File: config.mk
export PLATFORM = sky130hd
export DESIGN_NAME = spi_cmd_fault_slave
export DESIGN_NICKNAME = d
export VERILOG_FILES = /design/src/rtl/spi_slave_pkg.sv /design/src/rtl/spi_in_sync.sv /design/src/rtl/spi_ovt_latch.sv /design/src/rtl/spi_shift_core.sv /design/src/rtl/spi_cmd_fault_slave.sv
export SDC_FILE = /design/constraint.sdc
export NUM_CORES = 1
export LEC_CHECK = 0
export BUFFER_PORTS_ARGS = -buffer_cell sky130_fd_sc_hd__buf_4
export CAP_MARGIN = 40
export CORE_UTILIZATION = 57
export CTS_BUF_LIST = sky130_fd_sc_hd__clkbuf_16
export DETAILED_ROUTE_END_ITERATION = 10
export MAX_ROUTING_LAYER = met4
export PLACE_DENSITY = 0.8
export SETUP_SLACK_MARGIN = 0.02
export SYNTH_ARGS = -nofsm -noshare
export SYNTH_HDL_FRONTEND = slang
export SYNTH_SLANG_ARGS = --single-unit
File: constraint.sdc
create_clock -name clk -period 2.4 [get_ports clk]
set_input_delay 0.72 -clock clk [delete_from_list [all_inputs] [get_ports clk]]
set_output_delay 0.72 -clock clk [all_outputs]
set_load 0.02 [all_outputs]
File: src/rtl/spi_slave_pkg.sv
// Package: frame geometry and the parity functions shared by the slave.
// Assumes the fixed eight-channel frame; the long frame is two bytes.
package spi_slave_pkg;
    localparam int CH_N   = 8;
    localparam int BYTE_W = 8;
    localparam int WORD_W = 2 * BYTE_W;
    localparam int CNT_W  = $clog2(BYTE_W);

    // True when a 16-bit command word carries a consistent parity code.
    function automatic logic cmd_code_ok(input logic [WORD_W-1:0] w);
        logic [CH_N-1:0] c;
        logic q0, q1, q2;
        c  = w[WORD_W-1 -: CH_N];
        q0 = ^c;
        q1 = c[1] ^ c[3] ^ c[5] ^ c[7];
        q2 = c[0] ^ c[2] ^ c[4] ^ c[6];
        return (w[3] == q2) && (w[2] == q1) && (w[1] == q0) && (w[0] == !q0);
    endfunction

    // Builds the 16-bit reply word with its parity code.
    function automatic logic [WORD_W-1:0] reply_word(
        input logic [CH_N-1:0] t,
        input logic fb, input logic tw, input logic pe, input logic pg);
        logic q0, q1, q2;
        q0 = ^t;
        q1 = pe ^ fb ^ t[1] ^ t[3] ^ t[5] ^ t[7];
        q2 = pg ^ tw ^ t[0] ^ t[2] ^ t[4] ^ t[6];
        return {t, fb, tw, pe, pg, q2, q1, q0, !q0};
    endfunction
endpackage

File: src/rtl/spi_in_sync.sv
// Multi-stage synchroniser with edge detection for a bundle of asynchronous
// inputs. Assumes each input stays stable for several system clocks.
module spi_in_sync #(
    parameter int           W      = 1,
    parameter int           STAGES = 2,
    parameter logic [W-1:0] RST_V  = '0
) (
    input  logic         clk,
    input  logic         rst_n,
    input  logic [W-1:0] din,
    output logic [W-1:0] lvl,
    output logic [W-1:0] rise,
    output logic [W-1:0] fall
);
    logic [W-1:0] chain [STAGES];
    logic [W-1:0] prev;

    generate
        for (genvar s = 0; s < STAGES; s++) begin : g_stage
            // Stage s of the metastability chain.
            always_ff @(posedge clk) begin
                if (!rst_n) chain[s] <= RST_V;
                else        chain[s] <= (s == 0) ? din : chain[(s == 0) ? 0 : s-1];
            end
        end
    endgenerate

    // Previous synchronised level for edge detection.
    always_ff @(posedge clk) begin
        if (!rst_n) prev <= RST_V;
        else        prev <= chain[STAGES-1];
    end

    assign lvl  = chain[STAGES-1];
    assign rise = lvl & ~prev;
    assign fall = ~lvl & prev;
endmodule

File: src/rtl/spi_ovt_latch.sv
// Sticky per-channel overtemperature latch. Bits set on any active flag and
// are reloaded from the live flags when a transfer completes.
module spi_ovt_latch #(
    parameter int N = 8
) (
    input  logic         clk,
    input  logic         rst_n,
    input  logic [N-1:0] flags,
    input  logic         done,
    output logic [N-1:0] held
);
    // Accumulate events; restart from the present flags at transfer end.
    always_ff @(posedge clk) begin
        if (!rst_n)    held <= '0;
        else if (done) held <= flags;
        else           held <= held | flags;
    end
endmodule

File: src/rtl/spi_shift_core.sv
// Shared in/out shift register. Captures sdi on clock rises, shifts on
// clock falls, loads the reply at selection, counts rises modulo a byte.
// Assumes the host ends each transfer with sclk low.
module spi_shift_core
    import spi_slave_pkg::*;
(
    input  logic              clk,
    input  logic              rst_n,
    input  logic              mode16,
    input  logic              sel,
    input  logic              sclk_rise,
    input  logic              sclk_fall,
    input  logic              ss_fall,
    input  logic              sdi_lvl,
    input  logic [WORD_W-1:0] load_word,
    output logic              sdo,
    output logic              sdo_oe,
    output logic [WORD_W-1:0] shift_word,
    output logic [CNT_W-1:0]  edge_cnt
);
    logic cap;

    // Sample the data line and count edges on each clock rise.
    always_ff @(posedge clk) begin
        if (!rst_n) begin
            cap      <= 1'b0;
            edge_cnt <= '0;
        end else if (ss_fall) begin
            edge_cnt <= '0;
        end else if (sel && sclk_rise) begin
            cap      <= sdi_lvl;
            edge_cnt <= edge_cnt + 1'b1;
        end
    end

    // Load the reply at selection, then move one bit per clock fall.
    always_ff @(posedge clk) begin
        if (!rst_n)                 shift_word <= '0;
        else if (ss_fall)           shift_word <= load_word;
        else if (sel && sclk_fall)  shift_word <= {shift_word[WORD_W-2:0], cap};
    end

    // Output enable follows selection, aligned with the reply load.
    always_ff @(posedge clk) begin
        if (!rst_n) sdo_oe <= 1'b0;
        else        sdo_oe <= sel;
    end

    assign sdo = mode16 ? shift_word[WORD_W-1] : shift_word[BYTE_W-1];
endmodule

File: src/rtl/spi_cmd_fault_slave.sv
// Serial command/fault slave for an eight-channel driver. Synchronises the
// serial pins, runs the shift core, and judges the frame at deselection.
// Assumes mode16 is static during a transfer.
module spi_cmd_fault_slave
    import spi_slave_pkg::*;
#(
    parameter int SYNC_STAGES = 2
) (
    input  logic            clk,
    input  logic            rst_n,
    input  logic            sclk,
    input  logic            ss_n,
    input  logic            sdi,
    input  logic            mode16,
    input  logic [CH_N-1:0] ovt_flags,
    input  logic            fb_ok,
    input  logic            temp_warn,
    input  logic            pwr_good,
    output logic            sdo,
    output logic            sdo_oe,
    output logic [CH_N-1:0] chan_en,
    output logic            frame_err
);
    logic [2:0] pin_lvl, pin_rise, pin_fall;
    logic sclk_rise, sclk_fall, ss_rise, ss_fall, sel, sdi_lvl;
    logic [CH_N-1:0]   ovt_held;
    logic [WORD_W-1:0] load_word, shift_word;
    logic [CNT_W-1:0]  edge_cnt;
    logic              accept;

    spi_in_sync #(.W(3), .STAGES(SYNC_STAGES), .RST_V(3'b010)) u_sync (
        .clk(clk), .rst_n(rst_n), .din({sdi, ss_n, sclk}),
        .lvl(pin_lvl), .rise(pin_rise), .fall(pin_fall)
    );

    assign sclk_rise = pin_rise[0];
    assign sclk_fall = pin_fall[0];
    assign ss_rise   = pin_rise[1];
    assign ss_fall   = pin_fall[1];
    assign sel       = ~pin_lvl[1];
    assign sdi_lvl   = pin_lvl[2];

    spi_ovt_latch #(.N(CH_N)) u_ovt (
        .clk(clk), .rst_n(rst_n), .flags(ovt_flags), .done(ss_rise), .held(ovt_held)
    );

    // Reply word chosen by frame mode.
    always_comb begin
        if (mode16) load_word = reply_word(ovt_held, fb_ok, temp_warn, frame_err, pwr_good);
        else        load_word = {{(WORD_W-CH_N){1'b0}}, ovt_held};
    end

    spi_shift_core u_core (
        .clk(clk), .rst_n(rst_n), .mode16(mode16), .sel(sel),
        .sclk_rise(sclk_rise), .sclk_fall(sclk_fall), .ss_fall(ss_fall),
        .sdi_lvl(sdi_lvl), .load_word(load_word), .sdo(sdo), .sdo_oe(sdo_oe),
        .shift_word(shift_word), .edge_cnt(edge_cnt)
    );

    // Frame passes on whole bytes and, in long mode, a good parity code.
    assign accept = (edge_cnt == '0) && (!mode16 || cmd_code_ok(shift_word));

    // Judge the frame at deselection and update the visible registers.
    always_ff @(posedge clk) begin
        if (!rst_n) begin
            chan_en   <= '0;
            frame_err <= 1'b0;
        end else if (ss_rise) begin
            frame_err <= !accept;
            if (accept)
                chan_en <= mode16 ? shift_word[WORD_W-1 -: CH_N] : shift_word[CH_N-1:0];
        end
    end
endmodule

After elaboration in Yosys (flattened, before gate mapping)
Memory sizes are Yosys's and may differ from the RTL's.
Cells that the tools add are included.
{"block": "word_totals", "elab_cells": 68, "out_inout_bits": 11, "memories": 1, "register_bits": 40, "mem_bits_rw": 6}
{"block": "op_classes", "bitwise_logic": 26, "n_reduce_logical": 18, "muxes": 10, "addsub": 1, "eq_ne": 4}
{"memory": "u_sync.chain", "depth": 2, "word_bits": 3, "read_ports": 2, "rd_ports_with_merged_regs": 0, "write_ports": 2, "line": "spi_in_sync.sv:15", "source": "logic [W-1:0] chain [STAGES];"}
{"op": "16-bit 2-to-1 mux", "n": 3}
{"op": "8-bit 2-to-1 mux", "n": 2}
{"op": "8-bit XOR reduction", "n": 2}
{"op": "1-bit bitwise XOR", "n": 16}
{"op": "8-bit bitwise OR", "n": 1}
{"op": "1-bit logical AND", "n": 6}
{"op": "3-bit 2-to-1 mux", "n": 2}
{"op": "2-bit AND", "n": 2}
{"op": "1-bit == test", "n": 4}
{"op": "1-bit logical NOT", "n": 4}
{"op": "2-bit NOT", "n": 2}
{"op": "2-bit AND reduction", "n": 2}
{"op": "3-bit by 1-bit adder with 3-bit output, second input constant", "n": 1}
{"op": "3-bit logical NOT", "n": 1}
{"op": "1-bit 2-to-1 mux", "n": 3}
{"op": "1-bit NOT", "n": 3}
{"op": "1-bit bitwise OR", "n": 2}
{"op": "2-bit nonzero test", "n": 1}
{"op": "2-bit OR reduction", "n": 1}
{"op": "1-bit logical OR", "n": 1}

Logic depth before layout (Yosys ltp)
{"block": "logic_depth", "ltp_word": 10, "ltp_mapped": 7}

Modules after synthesis
A second synthesis with hierarchy kept.
{"block": "unflattened", "cells_unflattened": 256, "area_unflattened_um2": 2487.4}
{"mod": "spi_shift_core", "cells_per_inst": 116, "area_per_inst_um2": 1129.8, "seq_area_each_um2": 420.4, "n_inst": 1}
{"mod": "spi_cmd_fault_slave", "cells_per_inst": 91, "area_per_inst_um2": 808.3, "seq_area_each_um2": 180.2, "n_inst": 1}
{"mod": "spi_ovt_latch", "cells_per_inst": 25, "area_per_inst_um2": 275.3, "seq_area_each_um2": 160.2, "n_inst": 1}
{"mod": "spi_in_sync", "cells_per_inst": 24, "area_per_inst_um2": 274.0, "seq_area_each_um2": 180.2, "n_inst": 1}

Least setup slack after synthesis
Ideal clock, no wire load.
{"block": "synth_path", "path_type": "input -> output", "startpoint": "input mode16", "endpoint": "output sdo", "path_buffers": 1, "path_slack_ns": 0.329, "path_stages": 2, "arrival_ns": 1.351, "cell_sequence": "clkbuf_1 mux2_2"}
{"block": "synth_via", "elab_chain_len": 1}
{"element": "start, declared", "line": "spi_cmd_fault_slave.sv:14", "source": "input logic mode16,"}
{"element": "1-bit 2-to-1 mux", "line": "spi_shift_core.sv:49", "source": "assign sdo = mode16 ? shift_word[WORD_W-1] : shift_word[BYTE_W-1];"}
{"element": "end, declared", "line": "spi_cmd_fault_slave.sv:19", "source": "output logic sdo,"}
No other way between the ends.

Worst setup path in the final report
Ends and elaborated chain as after synthesis.

==> results.rst <==
.. list-table::
   :header-rows: 1

   * - Metric
     - Value
   * - P_leak
     - 0.972 nW
   * - Cell with the biggest individual delay on the critical path
     - sky130_fd_sc_hd__mux2_2
   * - Total wire length
     - approximately 4500 um
   * - Share of final-layout standard cells stronger than drive strength 1
     - roughly 22%
   * - Drt via density
     - around 5.6
   * - Placed cells
     - around 290
   * - Hold path depth
     - 1
   * - Highest routing layer actually used
     - met4
   * - Vertical die dimension
     - roughly 64 um
   * - Mean Syn Cell Area
     - between 9 and 10 um2
   * - Slew @ Worst Pin
     - approximately 740 ps
   * - Largest area contributor in the netlist
     - sky130_fd_sc_hd__dfxtp_1
   * - Number of placement rows
     - 22
   * - Post-synth cell types
     - 36
   * - Horizontal extent of the die
     - 63.8 um
   * - Total standard cell area after synthesis
     - about 2200 um2
   * - Post-CTS Resized
     - 0
   * - Final routed DRC violation total
     - 0
   * - Number of global-route vias before repair
     - approximately 1600
   * - Pins Over Slew Limit
     - 0
   * - Total Die Area
     - 4070 um2
   * - Clock latency at the later pin of the worst-skew pair
     - 290 ps
   * - Number of instances in the synthesized netlist
     - 225
   * - Shortest period the worst path allows
     - 2040 ps
   * - Worst min-delay path startpoint
     - u_sync.chain[0][1]$_SDFF_PN1_
   * - Met3 wire length
     - 157 um
   * - Count of antenna-violating nets left after detailed routing
     - 0
   * - Clock tree from TritonCTS
     - done
   * - Clock skew
     - around 6.6 ps
   * - Final-report hold violation count
     - 0
   * - Critical path type
     - in -> out
   * - Aggregate global routing overflow
     - 0
   * - Average routed wire per standard cell
     - 15.1 um
   * - Run status
     - finished, final reports clean
   * - Number of ports placed on the die boundary
     - 28
   * - Commonest non-fill, non-tap cell in the layout
     - sky130_fd_sc_hd__dfxtp_1
   * - Critical path peak fanout
     - 3
   * - Total number of clock tree sinks
     - 46
   * - Count of H-tree levels built during CTS
     - 2
   * - Detailed-route via count
     - roughly 1700
   * - Delay-heaviest family, CP
     - multiplexers
   * - End of the worst register-to-register path
     - chan_en[1]$_SDFFE_PN0P_
   * - Initial antenna violation count
     - 0
   * - Worst slew slack as a fraction of its limit
     - between 50 and 60%
   * - Maximum Capacitance Violations
     - 0
   * - Area share of the largest cell type after synthesis
     - between 40% and 50%
   * - Number of storage elements in the synthesis netlist
     - between 40 and 50
   * - Detailed-routing iteration count for the pre-antenna-repair pass
     - 4
   * - Top library cells by usage in the layout, fill and taps aside
     - sky130_fd_sc_hd__dfxtp_1, sky130_fd_sc_hd__buf_4, sky130_fd_sc_hd__nor2_1
   * - Detailed-placement wirelength estimate
     - approximately 3200 um
   * - Core region area
     - between 3000 and 4000 um2
   * - Final setup slack of the worst path
     - roughly 360 ps
   * - First-pass GRT wire length
     - about 7700 um
   * - Largest stage delay, worst path
     - 340 ps
   * - Data arrival time of the critical path
     - approximately 1300 ps
   * - Startpoint types
     - input pin
   * - Post-route total power
     - between 1.5 and 2 mW
   * - Syn_nets
     - between 200 and 250
   * - Worst voltage drop across the vdd grid
     - between 500 and 600 uV
   * - Beginning of the worst register-to-register path
     - u_core.shift_word[13]$_SDFFE_PN0P_
   * - Met2 WL post-DR
     - about 2200 um
   * - RSZ-0062 raised after global routing
     - false
   * - Dominant cells by area after synthesis
     - sky130_fd_sc_hd__dfxtp_1, sky130_fd_sc_hd__a221oi_2, sky130_fd_sc_hd__mux2i_1, sky130_fd_sc_hd__xnor2_1, sky130_fd_sc_hd__nor2_1
   * - Worst R2R Path Depth
     - 6
   * - Initial cell density of the core
     - between 50% and 60%
   * - Routability congestion estimate
     - a little over 0.8
   * - Pwr per Cell Area
     - 661 nW/um2
   * - Max Buffers Root-to-Sink
     - 2
   * - Worst endpoint required time
     - 1680 ps
   * - Port Buffer Count
     - 27
   * - Post-Place Setup Slack
     - about 360 ps
   * - Largest net degree at the start of global routing
     - 36
   * - Cell-by-cell trace of the critical path
     - buf_4 -> mux2_2 -> buf_4
   * - Total CTS buffers
     - 5
   * - Setup fix buffers added after clock tree synthesis
     - 0
   * - Path category of the worst min-delay check
     - reg -> reg
   * - Critical Path End Type
     - primary output
   * - Worst R2R Setup Slack
     - between 300 and 400 ps
   * - Summed negative setup slack over all endpoints
     - 0 ps
   * - Number of nets in the layout
     - around 270
   * - Initial drt markers
     - approximately 140
   * - Total buffers and inverters traversed by the critical path
     - 2
   * - Layout Cells excl Fill
     - ~300
   * - Achievable clock frequency
     - roughly 0.5 GHz
   * - Core Util, Final
     - between 70 and 80%
   * - Cell occurring most often along the worst timing path
     - sky130_fd_sc_hd__buf_4
   * - Share of synthesized area occupied by flip-flops and latches
     - a little over two fifths
   * - Number of setup violations in the final report
     - 0
   * - Synth warnings
     - 0
   * - Layout Area Growth over Synthesis
     - 18.0%
   * - Routed length on met1
     - 2070 um
   * - Share of the clock period used by the worst path
     - a little over four fifths
   * - GRT Overall Usage
     - 25.5%
   * - CTS Hold Buffers Added
     - 0
   * - Clk pin slew, worst setup/hold paths
     - about 60 ps
   * - Hold-critical path endpoint
     - u_sync.chain[1][1]$_SDFF_PN1_
   * - CTS Root Cell
     - sky130_fd_sc_hd__clkbuf_16
   * - Diodes inserted
     - 0
routing by layer:
layer | global-route usage [%] | vias up
met5 | - | -
met2 | 38.0 | 38
li1 | - | 844
met3 | 5.54 | 13
met1 | 33.0 | 789
met4 | 11.4 | 0
report_power, final:
part           switching (mW)  total [mW]  internal [mW]  leakage [nW]
combinational           0.100       0.197         0.0965         0.526
clock                   0.292       0.678          0.385        0.0698
sequential             0.0307       0.823          0.793         0.376
sequential cells by signal (all words and copies together), names as in the netlist:
name,cells
u_sync.chain,6
u_sync.prev,2
u_core.shift_word,16
u_core.sdo_oe,1
frame_err,1
u_core.edge_cnt,3
u_ovt.held,8
u_core.cap,1
chan_en,8
logic make-up (layout without fill, tap and decap cells):
group,count (synthesis),after routing,synth area share [%]
AO/OA/AOI/OAI,49,49,20.1
XOR/XNOR,19,19,7.64
adder cells (fa/ha/maj),2,2,1.15
buffers and inverters,27,55,5.06
flip-flops,46,46,42.3
multiplexers,15,15,6.95
AND/OR/NAND/NOR,67,67,16.8
stage by stage:
step	cell area (um2)	hold WS [ps]
final	2570	425
after global routing	2570	436
after floorplan	2180	386
after detailed placement	2420	418
after CTS	2570	432
after global placement	2420	389
cell type report:
| class | count | area (um2) |
|---|---|---|
| tap | 48 | 60.1 |
| fill | 293 | 1090 |
| multi-input combinational | 152 | 1150 |
| clock inverter | 3 | 21.3 |
| timing repair buffer | 32 | 240 |
| sequential | 46 | 921 |
| inverter | 15 | 56.3 |
| clock buffer | 5 | 125 |
Yosys cell counts (all sizes together):
library cell,number
a211o,1
a211oi,10
a21bo,1
a21oi,14
a221oi,12
a222oi,7
a22oi,1
and2,13
and3,1
and4b,1
buf,4
clkbuf,8
clkinv,1
dfxtp,46
ha,2
inv,14
mux2,1
mux2i,14
nand2,6
nand2b,4
nand3b,1
nor2,27
nor2b,9
nor3b,3
nor4b,1
o211a,1
o21ai,1
o21bai,1
or2,1
xnor2,16
xor2,3
worst max path at each step:
stage,cells past startpoint,slack [ps],endpoint,startpoint
detailed placement,3,360,sdo,mode16
CTS,3,360,sdo,mode16
global route,6,210,chan_en[0]$_SDFFE_PN0P_,u_core.shift_word[15]$_SDFFE_PN0P_
global placement,3,380,sdo,mode16
finish,3,360,sdo,mode16
floorplan,2,330,sdo,mode16
(Power assumes the default switching activity.)
